$ cat src/rtl/sb_pkg.sv
`timescale 1ns/1ps
package sb_pkg;
  localparam int NUM_FU  = 5;
  localparam int UNIT_W  = 3;
  localparam int NUM_REG = 32;
  localparam int REG_W   = $clog2(NUM_REG);
  localparam int CNT_W   = 6;

  typedef logic [UNIT_W-1:0] unitId_t;
  typedef logic [REG_W-1:0]  regIdx_t;

  typedef enum logic [1:0] {OP_LOAD = 2'd0, OP_MUL = 2'd1, OP_ADD = 2'd2, OP_DIV = 2'd3} opClass_t;
  typedef enum logic [1:0] {ST_IDLE, ST_WAIT, ST_EXEC, ST_DONE} fuState_t;

  typedef struct packed {
    logic    busy;
    regIdx_t fi;
    regIdx_t fj;
    regIdx_t fk;
    unitId_t qj;
    unitId_t qk;
    logic    rj;
    logic    rk;
  } fuEntry_t;

  typedef struct packed {
    logic              issue;
    unitId_t           issueUnit;
    logic [NUM_FU-1:0] readOp;
    logic [NUM_FU-1:0] wbGrant;
  } ctrlStrobe_t;

  // Class served by unit slot idx (unit id = idx + 1)
  function automatic opClass_t unitKind(input int idx);
    case (idx)
      0:       return OP_LOAD;
      1, 2:    return OP_MUL;
      3:       return OP_ADD;
      default: return OP_DIV;
    endcase
  endfunction
endpackage

$ cat src/rtl/sb_ctrl.sv
`timescale 1ns/1ps
module sb_ctrl
  import sb_pkg::*;
(
  input  logic        clk,
  input  logic        rstN,
  input  logic        instValid,
  input  opClass_t    instOp,
  input  unitId_t     dstOwner,
  input  fuEntry_t    fuTab   [NUM_FU],
  input  fuState_t    fuState [NUM_FU],
  output ctrlStrobe_t strobe,
  output logic        issueStall
);
  logic              found;
  unitId_t           cand;
  logic              issueOk;
  logic [NUM_FU-1:0] warBlock;
  logic [NUM_FU-1:0] eligible;
  logic [NUM_FU-1:0] grant;
  logic [NUM_FU-1:0] readVec;

  // Issue: free unit of the class, destination not already owed (structural + WAW)
  always_comb begin
    found = 1'b0;
    cand  = '0;
    for (int i = 0; i < NUM_FU; i++) begin
      if (!found && unitKind(i) == instOp && !fuTab[i].busy) begin
        found = 1'b1;
        cand  = unitId_t'(i + 1);
      end
    end
    issueOk = instValid && found && (dstOwner == '0);
  end

  // Operand read: both sources ready (RAW)
  always_comb begin
    for (int i = 0; i < NUM_FU; i++)
      readVec[i] = (fuState[i] == ST_WAIT) && fuTab[i].rj && fuTab[i].rk;
  end

  // Write-back: no unread consumer of the old destination value (WAR)
  always_comb begin
    for (int i = 0; i < NUM_FU; i++) begin
      warBlock[i] = 1'b0;
      for (int j = 0; j < NUM_FU; j++) begin
        if (j != i && fuTab[j].busy &&
            ((fuTab[j].rj && fuTab[j].fj == fuTab[i].fi) ||
             (fuTab[j].rk && fuTab[j].fk == fuTab[i].fi)))
          warBlock[i] = 1'b1;
      end
      eligible[i] = (fuState[i] == ST_DONE) && !warBlock[i];
    end
  end

  // Fixed priority: lowest unit id writes first
  always_comb begin
    logic taken;
    taken = 1'b0;
    grant = '0;
    for (int i = 0; i < NUM_FU; i++) begin
      if (eligible[i] && !taken) begin
        grant[i] = 1'b1;
        taken    = 1'b1;
      end
    end
  end

  always_comb begin
    strobe.issue     = issueOk;
    strobe.issueUnit = issueOk ? cand : '0;
    strobe.readOp    = readVec;
    strobe.wbGrant   = grant;
  end
  assign issueStall = instValid && !issueOk;

  AST_ONE_WRITER: assert property (@(posedge clk) disable iff (!rstN) $onehot0(strobe.wbGrant));
  AST_ISSUE_OWNER_FREE: assert property (@(posedge clk) disable iff (!rstN)
    strobe.issue |-> (dstOwner == '0));
endmodule

$ cat src/rtl/sb_datapath.sv
`timescale 1ns/1ps
module sb_datapath
  import sb_pkg::*;
#(
  parameter int LAT_LOAD = 1,
  parameter int LAT_ADD  = 2,
  parameter int LAT_MUL  = 10,
  parameter int LAT_DIV  = 40
) (
  input  logic              clk,
  input  logic              rstN,
  input  ctrlStrobe_t       strobe,
  input  regIdx_t           instDst,
  input  regIdx_t           instSrcA,
  input  regIdx_t           instSrcB,
  output fuEntry_t          fuTab   [NUM_FU],
  output fuState_t          fuState [NUM_FU],
  output unitId_t           dstOwner,
  output logic [NUM_FU-1:0] execStart,
  output regIdx_t           wbReg
);
  unitId_t regStat [NUM_REG];
  unitId_t wbUnit;
  regIdx_t wbRegC;
  unitId_t srcAOwner, srcBOwner, qjNew, qkNew;

  always_comb begin
    wbUnit = '0;
    wbRegC = '0;
    for (int i = 0; i < NUM_FU; i++) begin
      if (strobe.wbGrant[i]) begin
        wbUnit = unitId_t'(i + 1);
        wbRegC = fuTab[i].fi;
      end
    end
  end
  assign wbReg = wbRegC;

  assign dstOwner  = regStat[instDst];
  assign srcAOwner = regStat[instSrcA];
  assign srcBOwner = regStat[instSrcB];
  // A producer writing this very cycle no longer counts as pending
  assign qjNew = (srcAOwner == wbUnit) ? '0 : srcAOwner;
  assign qkNew = (srcBOwner == wbUnit) ? '0 : srcBOwner;

  // Register result status table
  always_ff @(posedge clk or negedge rstN) begin
    if (!rstN) begin
      for (int r = 0; r < NUM_REG; r++) regStat[r] <= '0;
    end else begin
      if (wbUnit != '0) regStat[wbRegC] <= '0;
      if (strobe.issue) regStat[instDst] <= strobe.issueUnit;
    end
  end

  AST_OWNER_RELEASED: assert property (@(posedge clk) disable iff (!rstN)
    (wbUnit != '0) |=> (regStat[$past(wbRegC)] != $past(wbUnit)));

  for (genvar i = 0; i < NUM_FU; i++) begin : gUnit
    localparam opClass_t KIND = unitKind(i);
    localparam int LAT = (KIND == OP_LOAD) ? LAT_LOAD :
                         (KIND == OP_MUL)  ? LAT_MUL  :
                         (KIND == OP_ADD)  ? LAT_ADD  : LAT_DIV;
    localparam unitId_t MY_ID = unitId_t'(i + 1);

    fuEntry_t          entQ;
    fuState_t          stQ;
    logic [CNT_W-1:0]  cntQ;
    logic              startQ;
    logic              issueHere;

    assign issueHere = strobe.issue && (strobe.issueUnit == MY_ID);

    always_ff @(posedge clk or negedge rstN) begin
      if (!rstN) begin
        entQ   <= '0;
        stQ    <= ST_IDLE;
        cntQ   <= '0;
        startQ <= 1'b0;
      end else begin
        startQ <= strobe.readOp[i];
        if (issueHere) begin
          entQ.busy <= 1'b1;
          entQ.fi   <= instDst;
          entQ.fj   <= instSrcA;
          entQ.fk   <= instSrcB;
          entQ.qj   <= qjNew;
          entQ.qk   <= qkNew;
          entQ.rj   <= (qjNew == '0);
          entQ.rk   <= (qkNew == '0);
          stQ       <= ST_WAIT;
        end else begin
          if (strobe.readOp[i]) begin
            stQ     <= ST_EXEC;
            cntQ    <= CNT_W'(LAT - 1);
            entQ.rj <= 1'b0;
            entQ.rk <= 1'b0;
          end else if (stQ == ST_EXEC) begin
            if (cntQ == '0) stQ <= ST_DONE;
            else            cntQ <= cntQ - 1'b1;
          end else if (strobe.wbGrant[i]) begin
            entQ.busy <= 1'b0;
            stQ       <= ST_IDLE;
          end
          if (wbUnit != '0 && entQ.qj == wbUnit) begin
            entQ.qj <= '0;
            entQ.rj <= 1'b1;
          end
          if (wbUnit != '0 && entQ.qk == wbUnit) begin
            entQ.qk <= '0;
            entQ.rk <= 1'b1;
          end
        end
      end
    end

    assign fuTab[i]     = entQ;
    assign fuState[i]   = stQ;
    assign execStart[i] = startQ;

    AST_ISSUE_TO_FREE: assert property (@(posedge clk) disable iff (!rstN)
      issueHere |-> !entQ.busy);
    AST_READ_RELEASES: assert property (@(posedge clk) disable iff (!rstN)
      strobe.readOp[i] |=> (stQ == ST_EXEC && !entQ.rj && !entQ.rk));
    AST_WB_WHEN_DONE: assert property (@(posedge clk) disable iff (!rstN)
      strobe.wbGrant[i] |-> (stQ == ST_DONE));
    AST_DONE_HELD: assert property (@(posedge clk) disable iff (!rstN)
      (stQ == ST_DONE && !strobe.wbGrant[i]) |=> (stQ == ST_DONE));
    AST_WB_FREES: assert property (@(posedge clk) disable iff (!rstN)
      strobe.wbGrant[i] |=> !entQ.busy);
  end
endmodule

$ cat src/rtl/sb_scoreboard.sv
`timescale 1ns/1ps
module sb_scoreboard
  import sb_pkg::*;
#(
  parameter int LAT_LOAD = 1,
  parameter int LAT_ADD  = 2,
  parameter int LAT_MUL  = 10,
  parameter int LAT_DIV  = 40
) (
  input  logic              clk,
  input  logic              rstN,
  input  logic              instValid,
  input  logic [1:0]        instOp,
  input  logic [REG_W-1:0]  instDst,
  input  logic [REG_W-1:0]  instSrcA,
  input  logic [REG_W-1:0]  instSrcB,
  output logic              issueStall,
  output logic [UNIT_W-1:0] issueUnit,
  output logic [NUM_FU-1:0] readOp,
  output logic [NUM_FU-1:0] execStart,
  output logic [NUM_FU-1:0] wbGrant,
  output logic [REG_W-1:0]  wbReg
);
  ctrlStrobe_t strobe;
  fuEntry_t    fuTab   [NUM_FU];
  fuState_t    fuState [NUM_FU];
  unitId_t     dstOwner;

  sb_ctrl uCtrl (
    .clk        (clk),
    .rstN       (rstN),
    .instValid  (instValid),
    .instOp     (opClass_t'(instOp)),
    .dstOwner   (dstOwner),
    .fuTab      (fuTab),
    .fuState    (fuState),
    .strobe     (strobe),
    .issueStall (issueStall)
  );

  sb_datapath #(
    .LAT_LOAD (LAT_LOAD),
    .LAT_ADD  (LAT_ADD),
    .LAT_MUL  (LAT_MUL),
    .LAT_DIV  (LAT_DIV)
  ) uData (
    .clk       (clk),
    .rstN      (rstN),
    .strobe    (strobe),
    .instDst   (instDst),
    .instSrcA  (instSrcA),
    .instSrcB  (instSrcB),
    .fuTab     (fuTab),
    .fuState   (fuState),
    .dstOwner  (dstOwner),
    .execStart (execStart),
    .wbReg     (wbReg)
  );

  assign issueUnit = strobe.issueUnit;
  assign readOp    = strobe.readOp;
  assign wbGrant   = strobe.wbGrant;
endmodule

$ cat config.mk
export PLATFORM = sky130hd
export DESIGN_NAME = sb_scoreboard
export DESIGN_NICKNAME = d
export VERILOG_FILES = /design/src/rtl/sb_pkg.sv /design/src/rtl/sb_ctrl.sv /design/src/rtl/sb_datapath.sv /design/src/rtl/sb_scoreboard.sv
export SDC_FILE = /design/constraint.sdc
export NUM_CORES = 1
export LEC_CHECK = 0
export ABC_AREA = 0
export BUFFER_PORTS_ARGS = -buffer_cell sky130_fd_sc_hd__buf_2
export CORE_UTILIZATION = 40
export CTS_BUF_LIST = sky130_fd_sc_hd__clkbuf_4 sky130_fd_sc_hd__clkbuf_8
export CTS_CLUSTER_DIAMETER = 200
export DETAILED_ROUTE_END_ITERATION = 10
export HOLD_SLACK_MARGIN = 0.1
export SLEW_MARGIN = 20
export SYNTH_ARGS = -nofsm -noshare
export SYNTH_HDL_FRONTEND = slang
export SYNTH_SLANG_ARGS = --single-unit
$ cat constraint.sdc
create_clock -name clk -period 5.2 [get_ports clk]
set_clock_uncertainty 0.1 [all_clocks]
set_input_delay 0 -clock clk [delete_from_list [all_inputs] [get_ports clk]]
set_output_delay 0 -clock clk [all_outputs]
set_load 0.05 [all_outputs]
Yosys cells after proc, flatten, opt, wreduce, memory -nomap -nowiden
Index checks and enable logic that the tools add are counted.
{ "op_classes": {"n_addsub": 5, "n_lt_le_gt_ge": 6, "eq_ne": 95, "muxes": 157, "bitwise": 11, "reduce_logical": 207} }
{ "ops": {"columns": ["operator", "n"], "rows": [
  ["equality test 5 bit", 40],
  ["two-way mux 96 bit", 2],
  ["logical AND 1 bit", 108],
  ["bitwise AND 96 bit", 1],
  ["bitwise mux 96 bit", 1],
  ["inverter 96 bit", 1],
  ["two-way mux 6 bit", 15],
  ["two-way mux 3 bit", 29],
  ["two-way mux 1 bit", 65],
  ["two-way mux 2 bit", 30],
  ["binary-select mux 3 bit (select 5 bit)", 3],
  ["two-way mux 8 bit", 5],
  ["nonzero test 2 bit", 20],
  ["equality test 3 bit", 12],
  ["nonzero test 3 bit", 11],
  ["demux 3 bit (select 5 bit)", 2],
  ["logical NOT 6 bit", 5],
  ["AND reduction 3 bit", 10],
  ["subtractor 6 x 1 -> 6 bit (second input constant)", 5],
  ["two-way mux 5 bit", 5],
  [">= comparator 6 bit (second input constant)", 4],
  ["inverter 5 -> 6 bit", 4],
  ["equality test 2 bit (second input constant)", 10],
  ["logical OR 1 bit", 20],
  ["16 further kinds", 73]
]} }
{ "word_totals": {"reg_bits": 261, "in_bits": 20, "output_inout_bits": 24, "wordCells": 568} }

Logic depth before layout (Yosys ltp)
{ "logic_depth": {"depth_word": 34, "mapped_depth": 16} }

By module
Synthesis repeated with hierarchy kept, for this count alone.
{ "unflattened": {"cells_unflattened": 1870, "area_unflattened_um2": 16784.8} }
{ "modules_own_cells": {"columns": ["mod", "instances", "cells_each", "area_each_um2", "seq_area_each_um2"], "rows": [
  ["sb_datapath", 1, 1508, 14020.9, 6531.3],
  ["sb_ctrl", 1, 362, 2763.9, 0.0]
]} }

Least setup slack after synthesis
Ideal clock, no wire load.
{ "synth_timing": {"path_type": "reg-to-reg", "from": "reg uData.gUnit[0].entQ (netlist bit uData.fuTab[116])", "to": "reg uData.regStat[48] in the netlist's numbering", "setup_ps": 130, "arrival_ps": 3331, "t_required_ps": 4970, "setup_slack_ps": 1640, "path_stages_with_launch": 17, "path_buffers": 4, "synth_period_minus_slack_ps": 3560, "path_cell_list": "dfrtp_1 -> buf_4 -> xnor2_1 -> nand4_1 -> o311ai_1 -> a211oi_2 -> nand2_2 -> inv_4 -> or3_1 -> buf_4 -> inv_4 -> a221o_1 -> and2_1 -> buf_2 -> buf_2 -> nand4_1 -> o2bb2ai_1"} }
{ "synth_via": {"word_cells_on_any_way": 68} }
{ "synth_lines": {"columns": ["element", "line_no", "text"], "rows": [
  ["start: declaration", "sb_datapath.sv:66", "fuEntry_t entQ;"],
  ["equality test 5 bit (on tied branches)", "sb_ctrl.sv:48, sb_ctrl.sv:49", null],
  ["logical AND 1 bit (on tied branches)", "sb_ctrl.sv:48, sb_ctrl.sv:49", null],
  ["logical OR 1 bit", "sb_ctrl.sv:48", "((fuTab[j].rj && fuTab[j].fj == fuTab[i].fi) ||"],
  ["logical AND 1 bit", "sb_ctrl.sv:47", "if (j != i && fuTab[j].busy &&"],
  ["two-way mux 1 bit (3 in series)", "sb_ctrl.sv:47", null],
  ["two-way mux 1 bit *", "sb_ctrl.sv:47", null],
  ["logical NOT 1 bit *", "sb_ctrl.sv:52", "eligible[i] = (fuState[i] == ST_DONE) && !warBlock[i];"],
  ["logical AND 1 bit *", "sb_ctrl.sv:52", null],
  ["[1 not listed]", null, null],
  ["via wbGrant[0]", "sb_scoreboard.sv:21", "output logic [NUM_FU-1:0] wbGrant,"],
  ["[6 not listed]", null, null],
  ["via wbGrant[2]", "sb_scoreboard.sv:21", null],
  ["[3 not listed]", null, null],
  ["via wbReg[3]", "sb_scoreboard.sv:22", "output logic [REG_W-1:0] wbReg"],
  ["[2 not listed]", null, null],
  ["logical AND 1 bit (not written as such)", "sb_datapath.sv:51", "if (wbUnit != '0) regStat[wbRegC] <= '0;"],
  ["two-way mux 3 bit (not written as such)", "sb_datapath.sv:51", null],
  ["demux 3 bit (select 5 bit) *", "sb_datapath.sv:51", null],
  ["inverter 96 bit (no source line) *", null, null],
  ["bitwise AND 96 bit (no source line) *", null, null],
  ["two-way mux 96 bit *", "sb_datapath.sv:51", null],
  ["bitwise mux 96 bit", "sb_datapath.sv:52", "if (strobe.issue) regStat[instDst] <= strobe.issueUnit;"],
  ["two-way mux 96 bit *", "sb_datapath.sv:52", null],
  ["end signal: indexed assignment", "sb_datapath.sv:52", null],
  ["end: declaration", "sb_datapath.sv:22", "unitId_t regStat [NUM_REG];"]
]} }
The timed path passes the listed nets; every way through them passes the cells marked *.
A chain may end at the register's enable or synchronous reset.

Worst setup path after layout
{ "layout_timing": {"from": "reg uData.gUnit[2].entQ (netlist bit uData.fuTab[69])", "to": "out wbReg[3]"} }
{ "layout_via": {"elab_chain_len": 19, "word_cells_on_any_way": 43} }
{ "layout_lines": {"columns": ["element", "line_no", "text"], "rows": [
  ["start: declaration", "sb_datapath.sv:66", null],
  ["equality test 5 bit (on tied branches)", "sb_ctrl.sv:48, sb_ctrl.sv:49", null],
  ["logical AND 1 bit (on tied branches)", "sb_ctrl.sv:48, sb_ctrl.sv:49", null],
  ["logical OR 1 bit", "sb_ctrl.sv:48", null],
  ["logical AND 1 bit", "sb_ctrl.sv:47", null],
  ["two-way mux 1 bit (4 in series)", "sb_ctrl.sv:47", null],
  ["logical NOT 1 bit", "sb_ctrl.sv:52", null],
  ["logical AND 1 bit", "sb_ctrl.sv:52", null],
  ["logical AND 1 bit", "sb_ctrl.sv:62", "if (eligible[i] && !taken) begin"],
  ["two-way mux 1 bit", "sb_ctrl.sv:62", null],
  ["logical NOT 1 bit", "sb_ctrl.sv:62", null],
  ["logical AND 1 bit", "sb_ctrl.sv:62", null],
  ["two-way mux 1 bit", "sb_ctrl.sv:62", null],
  ["logical NOT 1 bit", "sb_ctrl.sv:62", null],
  ["logical AND 1 bit", "sb_ctrl.sv:62", null],
  ["two-way mux 1 bit", "sb_ctrl.sv:62", null],
  ["two-way mux 5 bit *", "sb_datapath.sv:31", "if (strobe.wbGrant[i]) begin"],
  ["end: declaration", "sb_scoreboard.sv:22", null]
]} }
Every way passes the cells marked *; elsewhere a longest branch is shown, timed or not.

==> impl_metrics.py <==
metrics = {
    "routing": {
        "wl_per_cell_um": 25.13,
        "ant_nets": 0,
        "dr.pass1.iters": 5,
        "vias": 13580,
        "drc_errors": 0,
        "drt-initial-drc-count": 1261,
        "drt-total-wl_um": 55230,
        "vias_per_cell": 6.177,
    },
    "synthesis": {
        "synth_nets": 1675,
        "async_flop_share_pct": 100.0,
        "seq_area_frac_synth_pct": 39.56,
        "synthDistinctLibCells": 74,
        "synth_top_flop_cell": "dfrtp_1",
        "synth_seq_cells": 261,
        "yosysWarnings": 0,
        "synth-edff-count": 0,
        "syn_area_mm2": 0.01651,
        "avgSynthCellArea_um2": 10.04,
        "synthCells": 1645,
    },
    "floorplan": {
        "chipHeight_um": 205.2,
        "std_cell_rows": 74,
        "die_area_mm2": 0.04209,
        "core_region_area_mm2": 0.04074,
        "start_util_pct": 40.52,
        "die_x_um": 205.2,
        "ios": 44,
    },
    "sta": {
        "fin_crit_ns": 5.028,
        "timing.hold.ws_ns": 0.2307,
        "relSlewSlack_pct": 27.17,
        "rsz0062_at_grt": "false",
        "hold_violations": 0,
        "worstMarginPinSlew_ns": 1.093,
        "setup_tns_ns": 0,
        "setup_viol": 0,
        "fin_crit_sh_pct": 96.70,
        "maxSlewViolCount": 0,
        "fmax_mhz": 198.9,
    },
    "worst_setup_path": {
        "worst_ep_required_time_ns": 5.10,
        "cp-start-kind": "flop",
        "critPathKind": "flop to output pin",
        "cp_slowest_stage_delay_ns": 0.88,
        "worstPathArrival_ns": 4.93,
        "startpoint": "uData.fuTab[69]",
        "slowest_stage": "dfrtp_1",
        "crit_path_cell_trace": "xnor2_1 > nand4_1 > or3_1 > o311ai_1 > or3_1 > or3_1 > inv_4 > a221o_1 > and2_1 > buf_2",
        "end_kind": "output pin",
        "path_common_cell": "or3_1",
        "cp_max_fo": 21,
        "worstReg2RegStart": "uData.fuTab[69]",
    },
    "placed_design": {
        "placement.io_buffers": 43,
        "dpl.hpwl_um": 37960,
        "gp_congestion": 1.020,
    },
    "pwr": {
        "clock_power_share_pct": 19.6,
        "p_leak_nw": 7.560,
        "intPower_w": 0.005877,
        "p_seq_share_pct": 33.2,
        "comb_power_share_pct": 47.2,
        "ir_worst_vdd_v": 0.0003536,
        "p_switching_w": 0.005089,
        "p_per_area_mw_per_mm2": 602.5,
        "p_sw_share_pct": 46.40,
    },
    "grt": {
        "first_global_vias": 13400,
        "grt_pass1_wl_um": 85060,
        "grt_antenna_before_repair": 1,
        "grt-ovfl-total": 0,
        "groute.usage.overall_pct": 26.92,
        "grt_max_degree": 136,
    },
    "layout": {
        "seqCellArea_mm2": 0.006531,
        "n_antenna_cell": 0,
        "n_fill_cell": 3889,
        "finalNetCount": 1668,
        "multi_input_comb_area_mm2": 0.009041,
        "area_growth_pct": 10.25,
        "drive_above_1_share_pct": 17.23,
    },
    "cts": {
        "clk_pin_slew_ns": 0.06,
        "postCtsSetupRepairBufs": 0,
        "cts_buffer_depth": 3,
        "post_cts_resized": 0,
        "postCtsHoldBufs": 23,
        "cts_buffers": 47,
        "clk_latency_ns": 0.64,
        "htree_num_levels": 2,
        "tritoncts": "yes",
        "clock_sinks": 261,
        "root_buffer": "clkbuf_8",
    },
    "hold_path": {
        "hold_class": "primary input to flop",
        "worstHoldStart": "instSrcB[2]",
    },
    "flow_run": {
        "drv_cap": 0,
    },
    "outcome": {
        "status": "finished, final reports clean",
    },
}
## power groups by stage
| stage | Clock (W) | Sequential [W] | Combinational, W |
|---|---|---|---|
| finish | 0.00214 | 0.00364 | 0.00518 |
| global route | 0.00227 | 0.00370 | 0.00561 |
| CTS | 0.00219 | 0.00361 | 0.00512 |
| detailed placement | 0 | 0.00363 | 0.00507 |
| global placement | 0 | 0.00363 | 0.00499 |
| floorplan | 0 | 0.00284 | 0.00446 |
## state kept, by name (all words and copies together) (netlist names)
signal,flops
uData.gUnit.stQ,10
uData.gUnit.cntQ,30
uData.regStat,96
uData.fuTab,120
uData.gUnit.startQ,5
## Yosys cell counts (4+ instances only)
cell type | count | area, um2
o22ai_1 | 10 | 62.56
dfrtp_1 | 261 | 6531
clkbuf_2 | 15 | 75.07
clkbuf_1 | 54 | 202.7
nor3b_1 | 4 | 30.03
or3_1 | 10 | 62.56
and2_1 | 8 | 50.05
o21ai_0 | 52 | 260.3
nor4_1 | 21 | 131.4
o2bb2ai_1 | 81 | 709.4
nand2_1 | 185 | 694.4
inv_1 | 52 | 195.2
o41ai_1 | 4 | 35.03
o211ai_1 | 9 | 67.56
a22oi_1 | 10 | 75.07
a22o_1 | 17 | 148.9
ha_1 | 10 | 125.1
nor3_1 | 62 | 310.3
nand3b_1 | 6 | 45.04
nand2b_1 | 9 | 56.30
mux2i_1 | 21 | 210.2
xnor2_1 | 185 | 1620
mux2_2 | 42 | 473.0
and3_1 | 8 | 50.05
nand4_1 | 49 | 306.5
inv_2 | 4 | 15.01
or4_1 | 7 | 52.55
nand3_1 | 37 | 185.2
nor2_1 | 59 | 221.5
a31oi_1 | 10 | 62.56
a211oi_1 | 11 | 82.58
mux4_2 | 65 | 1464
nor2b_1 | 4 | 25.02
nand4b_1 | 7 | 61.31
buf_1 | 5 | 18.77
o21ai_1 | 15 | 75.07
buf_4 | 21 | 157.7
xor2_1 | 57 | 499.2
a21oi_1 | 39 | 195.2
buf_2 | 60 | 300.3
## cell families (layout without fill, tap and decap cells)
family / count (synthesis) / after routing / share of synthesized area (%)
compound gates: 299 / 299 / 13.19
xor+xnor: 242 / 242 / 12.84
fa+ha+maj: 10 / 10 / 0.7579
buf+inv: 213 / 234 / 5.919
flops: 261 / 261 / 39.56
mux: 129 / 129 / 13.10
simple gates: 491 / 491 / 14.64
## routing by layer
metal  global-route usage (%)  part of all wire (%)  wire [um]
met2                    40.94                    46      25140
met3                    4.868                   8.3       4600
met4                    14.31                   5.1       2813
met5                        0                     0          0
met1                    36.42                    41      22670
## cell type report
cell class | count | share of cell area (%)
multi-input cells | 1171 | 49.68
flip-flops and latches | 261 | 35.89
clock buffers | 67 | 4.757
repair buffers | 99 | 4.029
well taps | 532 | 3.657
inverters | 58 | 1.224
clock inverters | 10 | 0.7700
## worst max-delay path: cells and delay by family, from the launching register on
family	cells	cell delay, ns
and+or+nand+nor	5	2.19
DFF	1	0.88
buffers and inverters	2	0.59
AOI/OAI and AO/OA	2	0.45
xor gates and xnor gates	1	0.17
## final timing paths
check	depth (start not counted)	end	slack [ns]
worst min register to register	1	uData.gUnit[1].cntQ[0]	0.41
worst max-delay path	10	wbReg[3]	0.17
min in group asynchronous	4	uData.gUnit[3].cntQ[3]	0.44
worst min-delay path	4	uData.fuTab[106]	0.23
max in group asynchronous	4	uData.regStat[77]	3.64
worst max register to register	12	uData.regStat[91]	0.29
## stage by stage
| step | setup slack (ns) | utilization, % | area, um2 | total power, W | cells |
|---|---|---|---|---|---|
| floorplan | 1.640 | - | 16510 | 0.007295 | 1645 |
| global placement | 0.3106 | 41.56 | 16930 | 0.008617 | 2098 |
| detailed placement | 0.4629 | 41.60 | 16950 | 0.008702 | 2098 |
| CTS | 0.2676 | 44.67 | 18200 | 0.01091 | 2198 |
| global route | 0.07720 | 44.67 | 18200 | 0.01158 | 2198 |
| finish | 0.1717 | 44.67 | 18200 | 0.01097 | 2198 |
## placed cells by master (no fill, tap or decap), drive strengths merged, types with 57 or more instances in the layout
master	netlist	routed
nor2	59	59
o21ai	67	67
o2bb2ai	81	81
nand2	186	186
nor3	63	63
mux4	65	65
buf	86	77
clkbuf	69	67
xnor2	185	185
xor2	57	57
inv	58	60
dfrtp	261	261
(Power assumes the default switching activity.)
